File: src/rtl/tcb_pkg.sv
// Shared constants and types for the timer control register bank.
// Assumes byte addressing with 32-bit words and at most eight channels.
package tcb_pkg;
    // Shared register offsets (low address byte)
    localparam logic [7:0] OFS_CTL  = 8'h30;
    localparam logic [7:0] OFS_STS  = 8'h34;
    localparam logic [7:0] OFS_LOCK = 8'h38;
    localparam logic [7:0] OFS_CLR  = 8'h3C;

    // Lock key values carried in write data bits [8:1]
    localparam logic [7:0] KEY_OPEN  = 8'hAE;
    localparam logic [7:0] KEY_CLOSE = 8'hEA;

    // Bit positions inside a channel's control nibble
    localparam int NB_EN    = 0;
    localparam int NB_EXT   = 1;
    localparam int NB_OVF   = 2;
    localparam int NB_PULSE = 3;

    // Which shared register an access hits
    typedef struct packed {
        logic ctl;
        logic sts;
        logic lock;
        logic clr;
    } hit_t;

    // Address bits [7:4] of a channel's window: the control block occupies 3
    function automatic logic [3:0] slot_nibble(input int id);
        return (id < 3) ? 4'(id) : 4'(id + 1);
    endfunction
endpackage

File: src/rtl/tcb_decode.sv
// Address decoder: maps a bus address to a shared register hit or a one-hot
// channel window. Assumes ADDR_W > 8; misaligned addresses hit nothing.
module tcb_decode
    import tcb_pkg::*;
#(
    parameter int ADDR_W     = 12,
    parameter int NUM_TIMERS = 8
) (
    input  logic [ADDR_W-1:0]     addr,
    output hit_t                  hit,
    output logic [NUM_TIMERS-1:0] slot_oh
);
    logic base_ok;

    // Word aligned and inside the first 256 bytes
    assign base_ok = (addr[1:0] == 2'b00) && (addr[ADDR_W-1:8] == '0);

    // Shared register hits
    always_comb begin
        hit.ctl  = base_ok && (addr[7:0] == OFS_CTL);
        hit.sts  = base_ok && (addr[7:0] == OFS_STS);
        hit.lock = base_ok && (addr[7:0] == OFS_LOCK);
        hit.clr  = base_ok && (addr[7:0] == OFS_CLR);
    end

    // One window decoder per channel
    for (genvar i = 0; i < NUM_TIMERS; i++) begin : g_slot
        assign slot_oh[i] = base_ok && (addr[7:4] == slot_nibble(i));
    end
endmodule

File: src/rtl/tcb_ctrl_seq.sv
// Control word holder with ordered application: a stop takes effect together
// with the new configuration; a start takes effect one cycle after it.
// Assumes at most one apply per cycle; readback shows pending starts as set.
module tcb_ctrl_seq
    import tcb_pkg::*;
#(
    parameter int NUM_TIMERS = 8,
    parameter int PULSE_MIN  = 4,
    localparam int CW        = 4 * NUM_TIMERS
) (
    input  logic                  clk,
    input  logic                  rst_n,
    input  logic                  apply,
    input  logic [CW-1:0]         new_word,
    output logic [CW-1:0]         cur_word,
    output logic [NUM_TIMERS-1:0] ctl_en,
    output logic [NUM_TIMERS-1:0] ctl_ext_clk,
    output logic [NUM_TIMERS-1:0] ctl_ovf_irq,
    output logic [NUM_TIMERS-1:0] ctl_pulse,
    output logic [NUM_TIMERS-1:0] en_rise,
    output logic [NUM_TIMERS-1:0] en_fall,
    output logic                  pulse_err
);
    logic [NUM_TIMERS-1:0] perr_v;

    for (genvar i = 0; i < NUM_TIMERS; i++) begin : g_ch
        localparam int B = 4 * i;
        logic       en_q, pend_q, rise_q, fall_q;
        logic [2:0] cfg_q;   // {pulse, ovf, ext}
        logic       old_on, new_on;

        assign old_on = en_q | pend_q;
        assign new_on = new_word[B + NB_EN];

        // Stage the enable: stop now, start one cycle after configuration
        always_ff @(posedge clk) begin
            if (!rst_n) begin
                en_q   <= 1'b0;
                pend_q <= 1'b0;
                rise_q <= 1'b0;
                fall_q <= 1'b0;
                cfg_q  <= 3'b000;
            end else begin
                rise_q <= 1'b0;
                fall_q <= 1'b0;
                if (apply) begin
                    cfg_q <= new_word[B + NB_EXT +: 3];
                end
                if (apply && old_on && !new_on) begin
                    en_q   <= 1'b0;
                    pend_q <= 1'b0;
                    fall_q <= en_q;
                end else if (apply && !old_on && new_on) begin
                    pend_q <= 1'b1;
                end else if (pend_q) begin
                    en_q   <= 1'b1;
                    pend_q <= 1'b0;
                    rise_q <= 1'b1;
                end
            end
        end

        assign cur_word[B +: 4] = {cfg_q, old_on};
        assign ctl_en[i]        = en_q;
        assign ctl_ext_clk[i]   = cfg_q[0];
        assign ctl_ovf_irq[i]   = cfg_q[1];
        assign en_rise[i]       = rise_q;
        assign en_fall[i]       = fall_q;

        if (i >= PULSE_MIN) begin : g_pulse
            assign ctl_pulse[i] = cfg_q[2];
            assign perr_v[i]    = 1'b0;
        end else begin : g_nopulse
            assign ctl_pulse[i] = 1'b0;
            assign perr_v[i]    = apply && new_word[B + NB_PULSE] && !cfg_q[2];
        end
    end

    // Register the misuse flag as a one-cycle strobe
    always_ff @(posedge clk) begin
        if (!rst_n) pulse_err <= 1'b0;
        else        pulse_err <= |perr_v;
    end
endmodule

File: src/rtl/tcb_irq_status.sv
// Sticky per-channel event status, cleared by an AND-mask write.
// An event in the same cycle as a write keeps its bit set.
module tcb_irq_status #(
    parameter int NUM_TIMERS = 8
) (
    input  logic                  clk,
    input  logic                  rst_n,
    input  logic                  wr,
    input  logic [NUM_TIMERS-1:0] mask,
    input  logic [NUM_TIMERS-1:0] evt,
    output logic [NUM_TIMERS-1:0] sts
);
    // Mask on write, then merge new events
    always_ff @(posedge clk) begin
        if (!rst_n) sts <= '0;
        else        sts <= (wr ? (sts & mask) : sts) | evt;
    end
endmodule

File: src/rtl/tcb_lock.sv
// Key-operated lock for the clear path. With HAS_LOCK = 0 the clear path is
// always open and the lock reads as zero.
module tcb_lock
    import tcb_pkg::*;
#(
    parameter bit HAS_LOCK = 1'b1
) (
    input  logic       clk,
    input  logic       rst_n,
    input  logic       wr,
    input  logic [7:0] key,
    output logic       clr_ok,
    output logic       lock_bit
);
    if (HAS_LOCK) begin : g_lock
        logic open_q;
        // Open or close on a matching key, hold otherwise
        always_ff @(posedge clk) begin
            if (!rst_n) begin
                open_q <= 1'b0;
            end else if (wr) begin
                if (key == KEY_OPEN)       open_q <= 1'b1;
                else if (key == KEY_CLOSE) open_q <= 1'b0;
            end
        end
        assign clr_ok   = open_q;
        assign lock_bit = open_q;
    end else begin : g_nolock
        assign clr_ok   = 1'b1;
        assign lock_bit = 1'b0;
    end
endmodule

File: src/rtl/tcb_bank.sv
// Top of the timer control register bank: decodes the bus, routes writes to
// the control, status and lock holders, strobes channel windows and returns
// registered read data. Assumes bus_rd and bus_wr are single-cycle requests
// and tmr_rdata answers combinationally to slot_rd.
module tcb_bank
    import tcb_pkg::*;
#(
    parameter int ADDR_W     = 12,
    parameter int NUM_TIMERS = 8,
    parameter int PULSE_MIN  = 4,
    parameter bit HAS_LOCK   = 1'b1
) (
    input  logic                  clk,
    input  logic                  rst_n,
    input  logic [ADDR_W-1:0]     bus_addr,
    input  logic                  bus_wr,
    input  logic                  bus_rd,
    input  logic [31:0]           bus_wdata,
    output logic [31:0]           rd_data,
    input  logic [31:0]           tmr_rdata,
    input  logic [NUM_TIMERS-1:0] evt_pulse,
    output logic [NUM_TIMERS-1:0] slot_wr,
    output logic [NUM_TIMERS-1:0] slot_rd,
    output logic [1:0]            slot_word,
    output logic [NUM_TIMERS-1:0] ctl_en,
    output logic [NUM_TIMERS-1:0] ctl_ext_clk,
    output logic [NUM_TIMERS-1:0] ctl_ovf_irq,
    output logic [NUM_TIMERS-1:0] ctl_pulse,
    output logic [NUM_TIMERS-1:0] en_rise,
    output logic [NUM_TIMERS-1:0] en_fall,
    output logic                  pulse_err
);
    localparam int CW = 4 * NUM_TIMERS;

    hit_t                  hit;
    logic [NUM_TIMERS-1:0] slot_oh;
    logic [CW-1:0]         cur_word;
    logic [CW-1:0]         new_word;
    logic [NUM_TIMERS-1:0] sts_q;
    logic                  clr_ok, lock_bit, ctl_apply;
    logic [31:0]           rd_next;

    tcb_decode #(.ADDR_W(ADDR_W), .NUM_TIMERS(NUM_TIMERS)) u_dec (
        .addr    (bus_addr),
        .hit     (hit),
        .slot_oh (slot_oh)
    );

    // Channel window strobes follow the bus in the same cycle
    assign slot_wr   = {NUM_TIMERS{bus_wr}} & slot_oh;
    assign slot_rd   = {NUM_TIMERS{bus_rd}} & slot_oh;
    assign slot_word = bus_addr[3:2];

    tcb_lock #(.HAS_LOCK(HAS_LOCK)) u_lock (
        .clk      (clk),
        .rst_n    (rst_n),
        .wr       (bus_wr && hit.lock),
        .key      (bus_wdata[8:1]),
        .clr_ok   (clr_ok),
        .lock_bit (lock_bit)
    );

    // Direct control write or permitted clear-by-ones write
    assign ctl_apply = bus_wr && (hit.ctl || (hit.clr && clr_ok));
    assign new_word  = hit.clr ? (cur_word & ~bus_wdata[CW-1:0]) : bus_wdata[CW-1:0];

    tcb_ctrl_seq #(.NUM_TIMERS(NUM_TIMERS), .PULSE_MIN(PULSE_MIN)) u_ctl (
        .clk         (clk),
        .rst_n       (rst_n),
        .apply       (ctl_apply),
        .new_word    (new_word),
        .cur_word    (cur_word),
        .ctl_en      (ctl_en),
        .ctl_ext_clk (ctl_ext_clk),
        .ctl_ovf_irq (ctl_ovf_irq),
        .ctl_pulse   (ctl_pulse),
        .en_rise     (en_rise),
        .en_fall     (en_fall),
        .pulse_err   (pulse_err)
    );

    tcb_irq_status #(.NUM_TIMERS(NUM_TIMERS)) u_sts (
        .clk   (clk),
        .rst_n (rst_n),
        .wr    (bus_wr && hit.sts),
        .mask  (bus_wdata[NUM_TIMERS-1:0]),
        .evt   (evt_pulse),
        .sts   (sts_q)
    );

    // Select read source; clear register and unmapped offsets give zero
    always_comb begin
        rd_next = '0;
        if (hit.ctl)       rd_next = 32'(cur_word);
        else if (hit.sts)  rd_next = 32'(sts_q);
        else if (hit.lock) rd_next = {31'b0, lock_bit};
        else if (|slot_oh) rd_next = tmr_rdata;
    end

    // Register read data for one cycle after the request
    always_ff @(posedge clk) begin
        if (!rst_n)      rd_data <= '0;
        else if (bus_rd) rd_data <= rd_next;
        else             rd_data <= '0;
    end
endmodule

File: config.mk
export PLATFORM = sky130hd
export DESIGN_NAME = tcb_bank
export DESIGN_NICKNAME = d
export VERILOG_FILES = /design/src/rtl/tcb_pkg.sv /design/src/rtl/tcb_decode.sv /design/src/rtl/tcb_ctrl_seq.sv /design/src/rtl/tcb_irq_status.sv /design/src/rtl/tcb_lock.sv /design/src/rtl/tcb_bank.sv
export SDC_FILE = /design/constraint.sdc
export NUM_CORES = 1
export LEC_CHECK = 0
export BUFFER_PORTS_ARGS = -buffer_cell sky130_fd_sc_hd__buf_2
export CAP_MARGIN = 20
export CORE_MARGIN = 4
export CORE_UTILIZATION = 49
export DETAILED_ROUTE_END_ITERATION = 8
export PLACE_DENSITY = 0.8
export SYNTH_ARGS = -nofsm -noshare
export SYNTH_HDL_FRONTEND = slang
export SYNTH_HIERARCHICAL = 1
export SYNTH_SLANG_ARGS = --single-unit
File: constraint.sdc
create_clock -name clk -period 3.5 [get_ports clk]
set_input_delay 0.7 -clock clk [delete_from_list [all_inputs] [get_ports clk]]
set_output_delay 0.7 -clock clk [all_outputs]
set_load 0.05 [all_outputs]
==> metrics.yaml <==
global_route:
  grt-ovfl-total: 0
  grt_max_degree: 65
  grt_pass1_wl_mm: 19.33
  track_usage: 0.2062
  grt_pass1_vias: 4055
  antenna_found_initial: 0
setup_path:
  critPathLaunchType: "input port"
  worst-setup-path-type: "input port to output pin"
  regToRegEndpoint: "u_ctl/g_ch[4].fall_q"
  crit_path_max_fanout: 12
  rrSetupSlack_ns: 1.93
  r2r_cells: 5
  r2r-start: "u_lock/clr_ok"
  cp.required_ns: 2.80
  crit_path_end_kind: "output pin"
  cp_data_arrival_time_ns: 2.39
routing:
  drt-pass1-iter-count: 4
  final_antenna_net_count: 0
  drt_iter0_markers: 203
  drc_errors: 0
  routed_wl_mm: 12.15
  via_per_inst: 5.059
  dr_total_vias: 4037
  wl_per_cell_um: 15.22
finish:
  nNetsFinal: 749
  n_fill_cell: 904
  multi_input_area_um2: 2345
  drive_gt1_frac: 0.3564
  final_cell_mix: "182 x buf_2, 98 x dfxtp_1, 58 x nand2_1"
  antenna_cells: 0
  layout_commonest_cell: "buf_2"
  area_growth_pct: 15.80
  regArea_um2: 1962
clock_network:
  clock_latency_ns: 0.37
  post_cts_buffers: 0
  postCtsHoldBufs: 0
  h-tree-depth: 3
  clockBufferDepth: 2
  cts_resized: 0
  numCtsBuffers: 9
  cts_tree: "built"
  ctsRootBufferMaster: "clkbuf_8"
  clk_pin_slew_ns: 0.09
  cts.sinks: 98
timing:
  hold_viol_final: 0
  finClkSkew_ns: 0.01429
  period_needed_ns: 3.094
  timing.hold.ws_ns: 0.4805
  clock.fmax_ghz: 0.3232
  setup_viol: 0
  relSlewSlack: 0.5878
  period_share: 0.8839
  tns_ns: 0
  rsz0062_at_grt: "false"
  slew_viol_final: 0
  tightest_slew_ns: 0.6131
yosys:
  synthXorXnorAreaFrac: 0
  synth_top_cell_by_area: "dfxtp_1"
  ys_types: 46
  synth.avg_cell_area_um2: 9.033
  synth-warning-count: 6
  synth.ff_latch_count: 98
  synth_edf_count: 0
  syn_inst: 546
  synth_ff_type: "dfxtp_1"
  synth_compound_area_frac: 0.06875
  ys_top_cells_by_area: "dfxtp_1 40%, mux2i_1 11%, buf_4 9.3%, nand2_1 4.4%, nand3b_1 3.7%"
  yosys.area_share.adder: 0
  async_flop_share: 0
  syn_area_um2: 4932
  synth_top_area_frac: 0.3978
  muxShareOfSynthArea: 0.1116
  synth_top_family_by_area: "simple AND/OR/NAND/NOR gates"
  yosysSeqAreaShare: 0.3978
  synth-simple-area-share: 0.2851
placement:
  place.gp.congestion: 0.8090
  io_buffers: 182
  dp_hpwl_mm: 8.925
power:
  comb_power_share: 0.075
  swShare: 0.2429
  power_frac_clock: 0.362
  leakage_uw: 0.002562
  ir_drop_mv: 0.2320
  p_seq_frac: 0.562
  p_per_area_nw_per_um2: 350.4
  p_total_uw: 2001
  p_switching_uw: 486.1
  power.internal_uw: 1515
die:
  die_w_um: 108.3
  initial_utilization: 0.5046
  placementRows: 36
  dieArea_um2: 11740
  ios: 187
  coreArea_um2: 9774
  die_height_um: 108.3
min_path:
  hold_path_end: "u_ctl/g_ch[4].rise_q"
  hold_path.class: "register to register"
  hold_path_depth: 1
  hp-start: "u_ctl/g_ch[4].pend_q"
outcome:
  status: "finished clean"
job:
  max-cap-violations: 0
## final cells by class
cell class,count,share of cell area
Tap cell,133,0.02913
Sequential cell,98,0.3435
Timing Repair Buffer,191,0.1757
Inverter,12,0.007886
Multi-Input combinational cell,349,0.4105
Clock buffer,10,0.02234
Clock inverter,5,0.01095
## sequential cells by signal (all words and copies together), names as in the netlist
name and cells:
rd_data 32, u_ctl/g_ch.cfg_q 24, u_ctl/g_ch.en_q 8, u_ctl/g_ch.fall_q 8, u_ctl/g_ch.pend_q 8, u_ctl/g_ch.rise_q 8
u_sts/sts 8, u_ctl/pulse_err 1, u_lock/clr_ok 1
## power by group through the flow
stage                     clock network, uW  registers (uW)  logic [uW]
after floorplan                           0            1150        72.8
after global placement                    0            1150         146
after detailed placement                  0            1150         150
after CTS                               746            1130         151
after global routing                    792            1130         164
final                                   725            1130         151
## routing by layer
layer | GRT usage | wire (um)
met2 | 0.3566 | 6157
met4 | 0.07755 | 162
met1 | 0.2498 | 5001
met3 | 0.04657 | 827
met5 | 0 | 0
## cell families after synthesis
group,after synthesis
AO/OA/AOI/OAI,50
other,1
multiplexers,55
buffers and inverters,102
AND/OR/NAND/NOR,240
flip-flops,98
## worst max-delay path: stages
cell	delay, ns
buf_2	0.09
or4_4	0.63
nor4_1	0.50
and2_1	0.21
buf_2	0.26
## cells in the mapped netlist, types with 2 or more instances
| library cell | number |
|---|---|
| nor2b_4 | 5 |
| and2_1 | 18 |
| nand3b_1 | 24 |
| buf_4 | 61 |
| nand2b_1 | 9 |
| nor2_1 | 41 |
| clkbuf_1 | 18 |
| nor2b_1 | 12 |
| nor3b_1 | 16 |
| inv_1 | 12 |
| and3_1 | 8 |
| mux2i_1 | 55 |
| dfxtp_1 | 98 |
| buf_6 | 5 |
| o21ai_1 | 7 |
| buf_2 | 4 |
| a21oi_1 | 29 |
| nand2_1 | 58 |
| nor4_2 | 2 |
| a221oi_2 | 6 |
| or4b_2 | 2 |
| nor4_1 | 5 |
| nor3_1 | 21 |
| nor3b_2 | 8 |
## how the worst max path moves through the flow
| stage | endpoint | depth (start not counted) | start | slack (ns) |
|---|---|---|---|---|
| 6_report | slot_rd[0] | 5 | bus_addr[11] | 0.41 |
| 5_1_grt | slot_rd[3] | 5 | bus_addr[1] | 0.29 |
| 4_1_cts | slot_rd[0] | 5 | bus_addr[11] | 0.40 |
| 3_5_place_dp | u_ctl/g_ch[4].fall_q | 8 | bus_addr[11] | 0.37 |
| 3_3_place_gp | slot_wr[3] | 5 | bus_addr[1] | 0.40 |
| 2_1_floorplan | slot_wr[3] | 4 | bus_addr[11] | 0.57 |
## through the flow
stage / instance area (um2) / utilization / std cells / setup slack [ns]
global placement: 5522 / 0.5649 / 783 / 0.4001
finish: 5712 / 0.5844 / 798 / 0.4062
detailed placement: 5522 / 0.5649 / 783 / 0.3743
CTS: 5712 / 0.5844 / 798 / 0.4017
floorplan: 4943 / - / 549 / 0.5706
global route: 5712 / 0.5844 / 798 / 0.2868
No activity file was read; power rests on OpenSTA's default activity.
